===== src/rtl/morse_pkg.sv =====
package morse_pkg;
  localparam int PAT_W  = 10;
  localparam int LEN_W  = 3;
  localparam int BITS_W = PAT_W - LEN_W;

  typedef enum logic [1:0] {
    ST_IDLE  = 2'd0,
    ST_MARK  = 2'd1,
    ST_SPACE = 2'd2,
    ST_GAP   = 2'd3
  } key_state_e;
endpackage


===== src/rtl/morse_dur_counter.sv =====
module morse_dur_counter #(
  parameter int CNT_W = 32
) (
  input  logic             clk_i,
  input  logic             rst_ni,
  input  logic             load_i,
  input  logic [CNT_W-1:0] value_i,
  output logic             done_o
);
  logic [CNT_W-1:0] cnt_q;

  // load value-1 so that the element lasts exactly value cycles; zero acts as one
  always_ff @(posedge clk_i or negedge rst_ni) begin
    if (!rst_ni) begin
      cnt_q <= '0;
    end else if (load_i) begin
      cnt_q <= (value_i == '0) ? '0 : value_i - CNT_W'(1);
    end else if (cnt_q != '0) begin
      cnt_q <= cnt_q - CNT_W'(1);
    end
  end

  assign done_o = (cnt_q == '0);
endmodule


===== src/rtl/morse_elem_shifter.sv =====
module morse_elem_shifter #(
  parameter int BITS_W = 7,
  parameter int LEN_W  = 3
) (
  input  logic              clk_i,
  input  logic              rst_ni,
  input  logic              load_i,
  input  logic [BITS_W-1:0] bits_i,
  input  logic [LEN_W-1:0]  len_i,
  input  logic              advance_i,
  output logic              head_o,
  output logic [LEN_W-1:0]  rem_o
);
  logic [BITS_W-1:0] bits_q;
  logic [LEN_W-1:0]  rem_q;

  // load consumes the first element at once; advance consumes one more
  always_ff @(posedge clk_i or negedge rst_ni) begin
    if (!rst_ni) begin
      bits_q <= '0;
      rem_q  <= '0;
    end else if (load_i) begin
      bits_q <= {bits_i[BITS_W-2:0], 1'b0};
      rem_q  <= (len_i == '0) ? '0 : len_i - LEN_W'(1);
    end else if (advance_i) begin
      bits_q <= {bits_q[BITS_W-2:0], 1'b0};
      rem_q  <= rem_q - LEN_W'(1);
    end
  end

  assign head_o = bits_q[BITS_W-1];
  assign rem_o  = rem_q;
endmodule


===== src/rtl/morse_gap_units.sv =====
module morse_gap_units #(
  parameter int UNIT_W = 3
) (
  input  logic              clk_i,
  input  logic              rst_ni,
  input  logic              load_i,
  input  logic [UNIT_W-1:0] units_i,
  input  logic              step_i,
  output logic              last_o
);
  logic [UNIT_W-1:0] left_q;

  always_ff @(posedge clk_i or negedge rst_ni) begin
    if (!rst_ni) begin
      left_q <= '0;
    end else if (load_i) begin
      left_q <= units_i;
    end else if (step_i && left_q != '0) begin
      left_q <= left_q - UNIT_W'(1);
    end
  end

  assign last_o = (left_q <= UNIT_W'(1));
endmodule


===== src/rtl/morse_keyer.sv =====
module morse_keyer
  import morse_pkg::*;
#(
  parameter int CNT_W          = 32,
  parameter int CHAR_GAP_UNITS = 3,
  parameter int WORD_GAP_UNITS = 7
) (
  input  logic               clk_i,
  input  logic               rst_ni,
  input  logic               char_valid_i,
  input  logic [PAT_W-1:0]   char_pattern_i,
  input  logic               word_gap_i,
  input  logic [CNT_W-1:0]   dot_cycles_i,
  input  logic [CNT_W-1:0]   dash_cycles_i,
  input  logic [CNT_W-1:0]   space_cycles_i,
  output logic               char_ready_o,
  output logic               key_o,
  output logic               busy_o
);
  localparam int MAX_UNITS = (WORD_GAP_UNITS > CHAR_GAP_UNITS) ? WORD_GAP_UNITS : CHAR_GAP_UNITS;
  localparam int UNIT_W    = $clog2(MAX_UNITS + 1);
  localparam logic [UNIT_W-1:0] CHAR_U = UNIT_W'(CHAR_GAP_UNITS);
  localparam logic [UNIT_W-1:0] WORD_U = UNIT_W'(WORD_GAP_UNITS);

  key_state_e state_q, state_d;
  logic              accept;
  logic [LEN_W-1:0]  pat_len;
  logic [BITS_W-1:0] pat_bits;
  logic              word_q;
  logic              cnt_load, cnt_done;
  logic [CNT_W-1:0]  cnt_val;
  logic              sh_load, sh_adv, sh_head;
  logic [LEN_W-1:0]  sh_rem;
  logic              gap_load, gap_step, gap_last;
  logic [UNIT_W-1:0] gap_units;

  assign char_ready_o = (state_q == ST_IDLE);
  assign accept       = char_valid_i & char_ready_o;
  assign pat_len      = char_pattern_i[LEN_W-1:0];
  assign pat_bits     = char_pattern_i[PAT_W-1:LEN_W];
  assign gap_units    = (state_q == ST_IDLE) ? (word_gap_i ? WORD_U : CHAR_U)
                                             : (word_q     ? WORD_U : CHAR_U);

  always_comb begin
    state_d  = state_q;
    cnt_load = 1'b0;
    cnt_val  = space_cycles_i;
    sh_load  = 1'b0;
    sh_adv   = 1'b0;
    gap_load = 1'b0;
    gap_step = 1'b0;
    unique case (state_q)
      ST_IDLE: begin
        if (accept) begin
          cnt_load = 1'b1;
          if (pat_len != '0) begin
            state_d = ST_MARK;
            sh_load = 1'b1;
            cnt_val = pat_bits[BITS_W-1] ? dash_cycles_i : dot_cycles_i;
          end else begin
            state_d  = ST_GAP;
            gap_load = 1'b1;
          end
        end
      end
      ST_MARK: begin
        if (cnt_done) begin
          state_d  = ST_SPACE;
          cnt_load = 1'b1;
        end
      end
      ST_SPACE: begin
        if (cnt_done) begin
          cnt_load = 1'b1;
          if (sh_rem != '0) begin
            state_d = ST_MARK;
            sh_adv  = 1'b1;
            cnt_val = sh_head ? dash_cycles_i : dot_cycles_i;
          end else begin
            state_d  = ST_GAP;
            gap_load = 1'b1;
          end
        end
      end
      ST_GAP: begin
        if (cnt_done) begin
          if (gap_last) begin
            state_d = ST_IDLE;
          end else begin
            cnt_load = 1'b1;
            gap_step = 1'b1;
          end
        end
      end
      default: state_d = ST_IDLE;
    endcase
  end

  always_ff @(posedge clk_i or negedge rst_ni) begin
    if (!rst_ni) begin
      state_q <= ST_IDLE;
      word_q  <= 1'b0;
    end else begin
      state_q <= state_d;
      if (accept) word_q <= word_gap_i;
    end
  end

  morse_dur_counter #(.CNT_W(CNT_W)) i_dur (
    .clk_i   (clk_i),
    .rst_ni  (rst_ni),
    .load_i  (cnt_load),
    .value_i (cnt_val),
    .done_o  (cnt_done)
  );

  morse_elem_shifter #(.BITS_W(BITS_W), .LEN_W(LEN_W)) i_shift (
    .clk_i     (clk_i),
    .rst_ni    (rst_ni),
    .load_i    (sh_load),
    .bits_i    (pat_bits),
    .len_i     (pat_len),
    .advance_i (sh_adv),
    .head_o    (sh_head),
    .rem_o     (sh_rem)
  );

  morse_gap_units #(.UNIT_W(UNIT_W)) i_gap (
    .clk_i   (clk_i),
    .rst_ni  (rst_ni),
    .load_i  (gap_load),
    .units_i (gap_units),
    .step_i  (gap_step),
    .last_o  (gap_last)
  );

  assign key_o  = (state_q == ST_MARK);
  assign busy_o = (state_q != ST_IDLE);
endmodule


===== config.mk =====
export PLATFORM = sky130hd
export DESIGN_NAME = morse_keyer
export DESIGN_NICKNAME = d
export VERILOG_FILES = /design/src/rtl/morse_pkg.sv /design/src/rtl/morse_dur_counter.sv /design/src/rtl/morse_elem_shifter.sv /design/src/rtl/morse_gap_units.sv /design/src/rtl/morse_keyer.sv
export SDC_FILE = /design/constraint.sdc
export NUM_CORES = 1
export LEC_CHECK = 0
export BUFFER_PORTS_ARGS = -buffer_cell sky130_fd_sc_hd__buf_2
export CAP_MARGIN = 20
export CORE_ASPECT_RATIO = 1.4
export CORE_MARGIN = 1
export CORE_UTILIZATION = 40
export DETAILED_ROUTE_END_ITERATION = 7
export PLACE_DENSITY = 0.71
export SETUP_SLACK_MARGIN = 0.5
export SYNTH_ARGS = -nofsm -noshare
export SYNTH_HDL_FRONTEND = slang
export SYNTH_SLANG_ARGS = --single-unit

===== constraint.sdc =====
create_clock -name clk_i -period 5.1 [get_ports clk_i]
set_clock_uncertainty 0.1 [all_clocks]
set_input_delay 1.02 -clock clk_i [delete_from_list [all_inputs] [get_ports clk_i]]
set_output_delay 1.02 -clock clk_i [all_outputs]
set_load 0.01 [all_outputs]

==> results.yml, run 1 <==
cells_and_area:
  n_antenna_cell: 0
  fin_nets: 875
  area_delta_synth_final_pct: 20.9
  drive_gt1_share_pct: 23.6
yosys:
  synthFlopType: "dfrtp_1"
  syn-mean-instance-area_um2: 7.76
  ys_warn_count: 0
  synth_edf_count: 0
  synth_cell_types: 59
  synth_area_leader_cell: "dfrtp_1"
  synthCells: 636
  synth_area_leaders: "dfrtp_1, xnor2_1, nand2_1, mux2i_1, nor2_1"
  syn-num-nets: 759
  synth_seq_cells: 47
  synth_top_area_share_pct: 23.8
  async_flop_share_pct: 100
  synthesis.area_um2: 4940
  yosysSeqAreaShare_pct: 23.8
worst_setup_path:
  critPathKind: "reg2reg"
  regToRegStartpoint: "i_dur.cnt_q[10]"
  r2r_slack_ps: 630
  crit_fanout: 9
  r2r_end: "i_dur.cnt_q[31]"
  crit_arrival_ps: 4510
  endpoint_kind: "flip-flop"
  cp.required_ps: 5150
  critPathLaunchType: "flip-flop"
  reg2reg_depth: 10
hold_path:
  hold_path_class: "reg2reg"
  min_from: "word_q"
  min_delay_worst_endpoint: "word_q"
  hold_depth: 2
drt:
  drtIter0Drc: 447
  vias: 5576
  drtAntennaViolNets: 0
  firstDrtPassIters: 5
  wl_per_cell_um: 18.8
  drt_wl_total_um: 16900
  routed_via_density: 6.20
  drc: 0
floorplan:
  io_pins: 113
  core_um2: 11900
  row_count: 47
  fp.dieArea_um2: 12800
  die_width_um: 95.9
  start_util_pct: 41.3
  fp.dieH_um: 133
place:
  place_ws_ps: 501
  gp_congestion: 1.02
  place.port_buffers: 112
  dp_hpwl_um: 13300
sta:
  clock.fmax_mhz: 224
  slew_violations: 0
  rsz0062_at_grt: "no"
  worst_pin_slew_ps: 983
  hold_violations: 0
  max_slew_margin_pct: 34.5
  finalSetupViolations: 0
  fin_crit_ps: 4470
  fin_ws_ps: 634
  tns_ps: 0
  timing.final.crit_share_pct: 87.6
pwr:
  powerDensity_nw_per_um2: 195
  p_leak_nw: 2.46
  ir_worst_vdd_v: 0.000117
clock_tree:
  cts_sinks: 47
  path_clk_slew_ps: 80
  cts_buffer_depth: 2
  cts_root_buf: "clkbuf_16"
  cts_buffers: 5
  cts_tree: "yes"
  hold_buffers: 0
  insertion_delay_ps: 300
  htreeDepth: 2
global_route:
  grt_pass1_vias: 5449
  grt_start_max_net_pins: 48
  grt_overflow: 0
  grt_util_all_layers_pct: 27.3
  grt_pass1_wl_um: 27300
  grt_antenna_before_repair: 0
job:
  max-cap-violations: 0
outcome:
  status: "finished, final reports clean"
[cell families after synthesis]
group           after synthesis  synth area share (%)
fa+ha+maj                    13                  3.30
buf+inv                      49                  3.83
compound gates              175                  24.3
flops                        47                  23.8
simple gates                259                  27.2
xor+xnor                     59                  10.5
mux                          34                  7.12
[synth_stat cells (all sizes together) (7+ instances only)]
cell type / number
nor2: 57
a31oi: 8
inv: 16
xnor2: 38
a221oi: 8
clkbuf: 24
o211ai: 7
dfrtp: 47
nor3: 35
a22o: 8
mux2i: 25
nand3: 16
a222oi: 12
nor4: 23
o22ai: 25
ha: 13
buf: 9
and3: 10
nand2: 71
o21ai: 38
a211oi: 10
mux2: 9
nand2b: 8
xor2: 21
or4: 8
a21oi: 29
[layout make-up]
type,count,area (µm²)
tap,147,184
clock buffer,6,139
fill,1183,5970
sequential,47,1180
timing repair buffer,142,786
inverter,16,60.1
clock inverter,2,16.3
multi-input combinational,540,3600
[critical path, stage by stage, from the launching register on]
cell       delay [ps]
dfrtp_1           430
or4_4             550
or4_4             510
nor4_4            530
mux2i_1           320
nand4bb_1         370
nor2b_1           450
nand4_1           350
nor4_1            430
xor2_1            180
o22ai_1            90
[routing by layer]
layer  track usage [%]  wire length [µm]  part of all wire [%]  vias up
li1                  -                 -                     -     2627
met1              35.0              6970                    41     2652
met2              46.3              8470                    50      254
met3              2.74               924                   5.5       43
met4              11.0               568                   3.4        0
met5                 0                 0                     0        -
[layout by cell type (no fill, tap or decap), drive strengths merged, types with 12 or more instances in the layout]
cell / count
a21oi: 29
a222oi: 12
buf: 142
dfrtp: 47
ha: 13
inv: 16
mux2i: 25
nand2: 71
nand3: 16
nor2: 57
nor3: 35
nor4: 23
o21ai: 38
o22ai: 25
xnor2: 38
xor2: 21
[through the flow]
stage	power (mW)	hold slack (ps)	cell area, µm²	utilization, %	instances
3_3_place_gp	0.780	358	5730	48.0	885
3_5_place_dp	0.797	374	5730	48.0	885
4_1_cts	1.16	391	5890	49.4	894
6_report	1.16	390	5970	50.0	900
5_1_grt	1.22	430	5970	50.0	900
2_1_floorplan	0.668	345	4940	-	636
[state kept, by name, summed over array words and instances (netlist names)]
name / cells
state_q: 2
i_dur.cnt_q: 32
word_q: 1
i_shift.bits_q: 6
i_shift.rem_o: 3
i_gap.left_q: 3
[worst max path at each step]
stage / startpoint / endpoint / cells after the start
floorplan: char_pattern_i[9] / i_dur.cnt_q[26] / 14
global placement: char_pattern_i[0] / i_dur.cnt_q[31] / 11
detailed placement: i_dur.cnt_q[18] / i_dur.cnt_q[22] / 13
CTS: i_dur.cnt_q[11] / i_dur.cnt_q[22] / 13
global route: i_dur.cnt_q[10] / i_dur.cnt_q[22] / 13
finish: i_dur.cnt_q[10] / i_dur.cnt_q[31] / 10
[repair_timing]
| action | 4_1_cts | 5_1_grt |
|---|---|---|
| gates resized for setup | 0 | 7 |
| pin swaps | 1 | 6 |
| setup endpoints to repair | 3 | 27 |
| setup buffers | 1 | 6 |
[power by group]
part	internal [mW]	total (mW)	switching, mW	leakage (nW)
clock network	0.197	0.360	0.163	0.0731
logic	0.145	0.304	0.159	1.88
registers	0.428	0.498	0.0699	0.504
total	0.770	1.16	0.392	2.46
No activity file was read; power rests on OpenSTA's default activity.
==> run 2: changes to the inputs <==
Settings changed: HOLD_SLACK_MARGIN set to 0.15, SYNTH_HIERARCHICAL set to 1.
==> run 2 against run 1 <==
Register-to-register slack better by 40 ps. Design area is 1.8% higher. Non-clock buffer count is 4 lower. Count of clock-buffer cells in the layout stayed put. Die area is 2.4% higher. Core utilization is 0.63 points lower. Synthesized area is 2.5% higher. Sequential power is 3% lower. Power is 4.0% higher. Cell count is 2.0% lower. Global-route usage is 4.1 points lower. Critical path depth is 6 higher.
==> results.yml, run 2 <==
outcome:
  status: "finished, final reports clean"
drt:
  vias: 5486
  routed_via_density: 6.22
  drc: 0
  wl_per_cell_um: 17.8
  firstDrtPassIters: 6
  drtAntennaViolNets: 0
  drt_wl_total_um: 15700
  drtIter0Drc: 633
clock_tree:
  hold_buffers: 0
  cts_buffers: 5
  cts_sinks: 47
  cts_tree: "yes"
  cts_buffer_depth: 2
  path_clk_slew_ps: 60
  htreeDepth: 2
  insertion_delay_ps: 290
  cts_root_buf: "clkbuf_16"
yosys:
  synth_area_leader_cell: "dfrtp_1"
  synth_top_area_share_pct: 23.3
  yosys-top-cells-count: "mux2i_1, nor2_1, nand2_1"
  synthesis.area_um2: 5060
  syn-mean-instance-area_um2: 8.12
  synthFlopType: "dfrtp_1"
  async_flop_share_pct: 100
  yosysMostFrequentCell: "mux2i_1"
  synthCells: 623
  yosysSeqAreaShare_pct: 23.3
  ys_warn_count: 6
  synth_seq_cells: 47
  synth_edf_count: 0
  synth_area_leaders: "dfrtp_1, mux2i_1, nor2_1, nand2_1, o221ai_1"
  synth_cell_types: 81
place:
  gp_congestion: 0.877
  place.port_buffers: 112
  dp_hpwl_um: 11600
worst_setup_path:
  crit_arrival_ps: 4470
  cp_cell_sequence: "nor4_2 -> buf_4 -> and4b_2 -> nand3_1 -> inv_2 -> o311ai_4 -> inv_2 -> buf_4 -> nor2_4 -> nand2_1 -> o221ai_1 -> or4_4 -> or4b_4 -> or4_4 -> mux2i_1 -> o22ai_1"
  critPathSlowestCell: "or4_4"
  critPathLaunchType: "flip-flop"
  cpPeakStageDelay_ps: 630
  cp.required_ps: 5150
  r2r_slack_ps: 680
  crit_fanout: 24
  critPathKind: "reg2reg"
  endpoint_kind: "flip-flop"
sta:
  finalSetupViolations: 0
  worst_pin_slew_ps: 1130
  timing.final.crit_share_pct: 86.7
  rsz0062_at_grt: "no"
  tns_ps: 0
  max_slew_margin_pct: 24.6
  clock.fmax_mhz: 226
  slew_violations: 0
  fin_crit_ps: 4420
  hold_violations: 0
cells_and_area:
  final_cell_mix: "buf_2, mux2i_1, nor2_1, nand2_1, dfrtp_1"
  largest_register: "i_dur/cnt_q"
  fin_nets: 856
  largest_reg_flops: 32
  drive_gt1_share_pct: 26.5
  fill_cells: 1154
  area_delta_synth_final_pct: 20.1
  n_antenna_cell: 0
  top_regs: "i_dur/cnt_q: 32 flops, i_shift/bits_q: 6 flops"
  final_common_cell: "buf_2"
global_route:
  grt_pass1_vias: 5289
  grt_start_max_net_pins: 49
  grt_antenna_before_repair: 0
  grt_overflow: 0
  grt_pass1_wl_um: 25000
  grt_util_all_layers_pct: 23.2
pwr:
  powerDensity_nw_per_um2: 199
  p_leak_nw: 2.66
  ir_worst_vdd_v: 0.000127
  power_mw: 1.21
floorplan:
  io_pins: 113
  die_width_um: 97.0
  core_um2: 12300
  row_count: 48
  start_util_pct: 41.1
  fp.dieArea_um2: 13100
  fp.dieH_um: 135
hold_path:
  hold_path_class: "reg2reg"
job:
  max-cap-violations: 0
-- run 2: power breakdown --
group	switching, mW	total, mW	internal (mW)
combinational	0.187	0.355	0.168
sequential	0.0596	0.482	0.422
clock	0.142	0.371	0.229
-- run 2: layer usage --
metal | vias to the layer above | GRT usage, % | part of all wire (%) | wire length [µm]
met5 | - | 0 | 0 | 0
met4 | 0 | 9.45 | 2.6 | 410
met3 | 36 | 2.74 | 4.9 | 768
met2 | 232 | 43.2 | 52 | 8180
met1 | 2637 | 26.8 | 41 | 6380
li1 | 2581 | - | - | -
-- run 2: cell families after synthesis --
logic type / Yosys count / synth area share (%)
xor gates and xnor gates: 29 / 5.02
other: 1 / 0.0741
and+or+nand+nor: 239 / 26.0
AOI/OAI and AO/OA: 164 / 23.7
adders and majority gates: 14 / 3.46
buffers and inverters: 65 / 5.71
DFF: 47 / 23.3
muxes: 64 / 12.7
-- run 2: repair_timing --
action	4_1_cts	5_1_grt
gates cloned	0	1
gates resized for setup	2	18
pin swaps	1	4
hold endpoints to repair	0	0
buffers inserted	3	7
endpoints found under the setup margin	7	23
-- run 2: critical path: cells and delay by family, from the launching register on --
kind	cells	cell delay, ps
mux	1	160
flops	1	410
buf+inv	4	590
simple gates	8	2600
compound gates	3	400
-- run 2: final cells by class --
| type | instances | area (µm²) | share of cell area (%) |
|---|---|---|---|
| multi-input combinational | 513 | 3690 | 60.8 |
| timing repair buffer | 138 | 759 | 12.5 |
| clock buffer | 6 | 129 | 2.12 |
| clock inverter | 1 | 30.0 | 0.494 |
| sequential | 47 | 1180 | 19.4 |
| inverter | 27 | 101 | 1.67 |
| tap | 150 | 188 | 3.09 |
-- run 2: worst paths after layout --
kind / start / to / cells after the start
worst max register to register: i_dur/cnt_q[13] / i_dur/cnt_q[26] / 16
worst max-delay path: i_dur/cnt_q[13] / i_dur/cnt_q[26] / 16
max in group asynchronous: rst_ni / i_dur/cnt_q[11] / 2
min in group asynchronous: rst_ni / i_shift/rem_o[1] / 2
worst min-delay path: word_q / word_q / 1
worst min register to register: word_q / word_q / 1
-- run 2: per-stage QoR --
step	util (%)	hold WS (ps)	cell area [µm²]	setup slack, ps	instances
2_1_floorplan	-	357	5060	576	624
3_3_place_gp	46.7	367	5750	461	864
3_5_place_dp	46.7	386	5750	343	864
4_1_cts	48.3	404	5940	528	874
6_report	49.3	401	6080	678	882
5_1_grt	49.3	426	6080	499	882
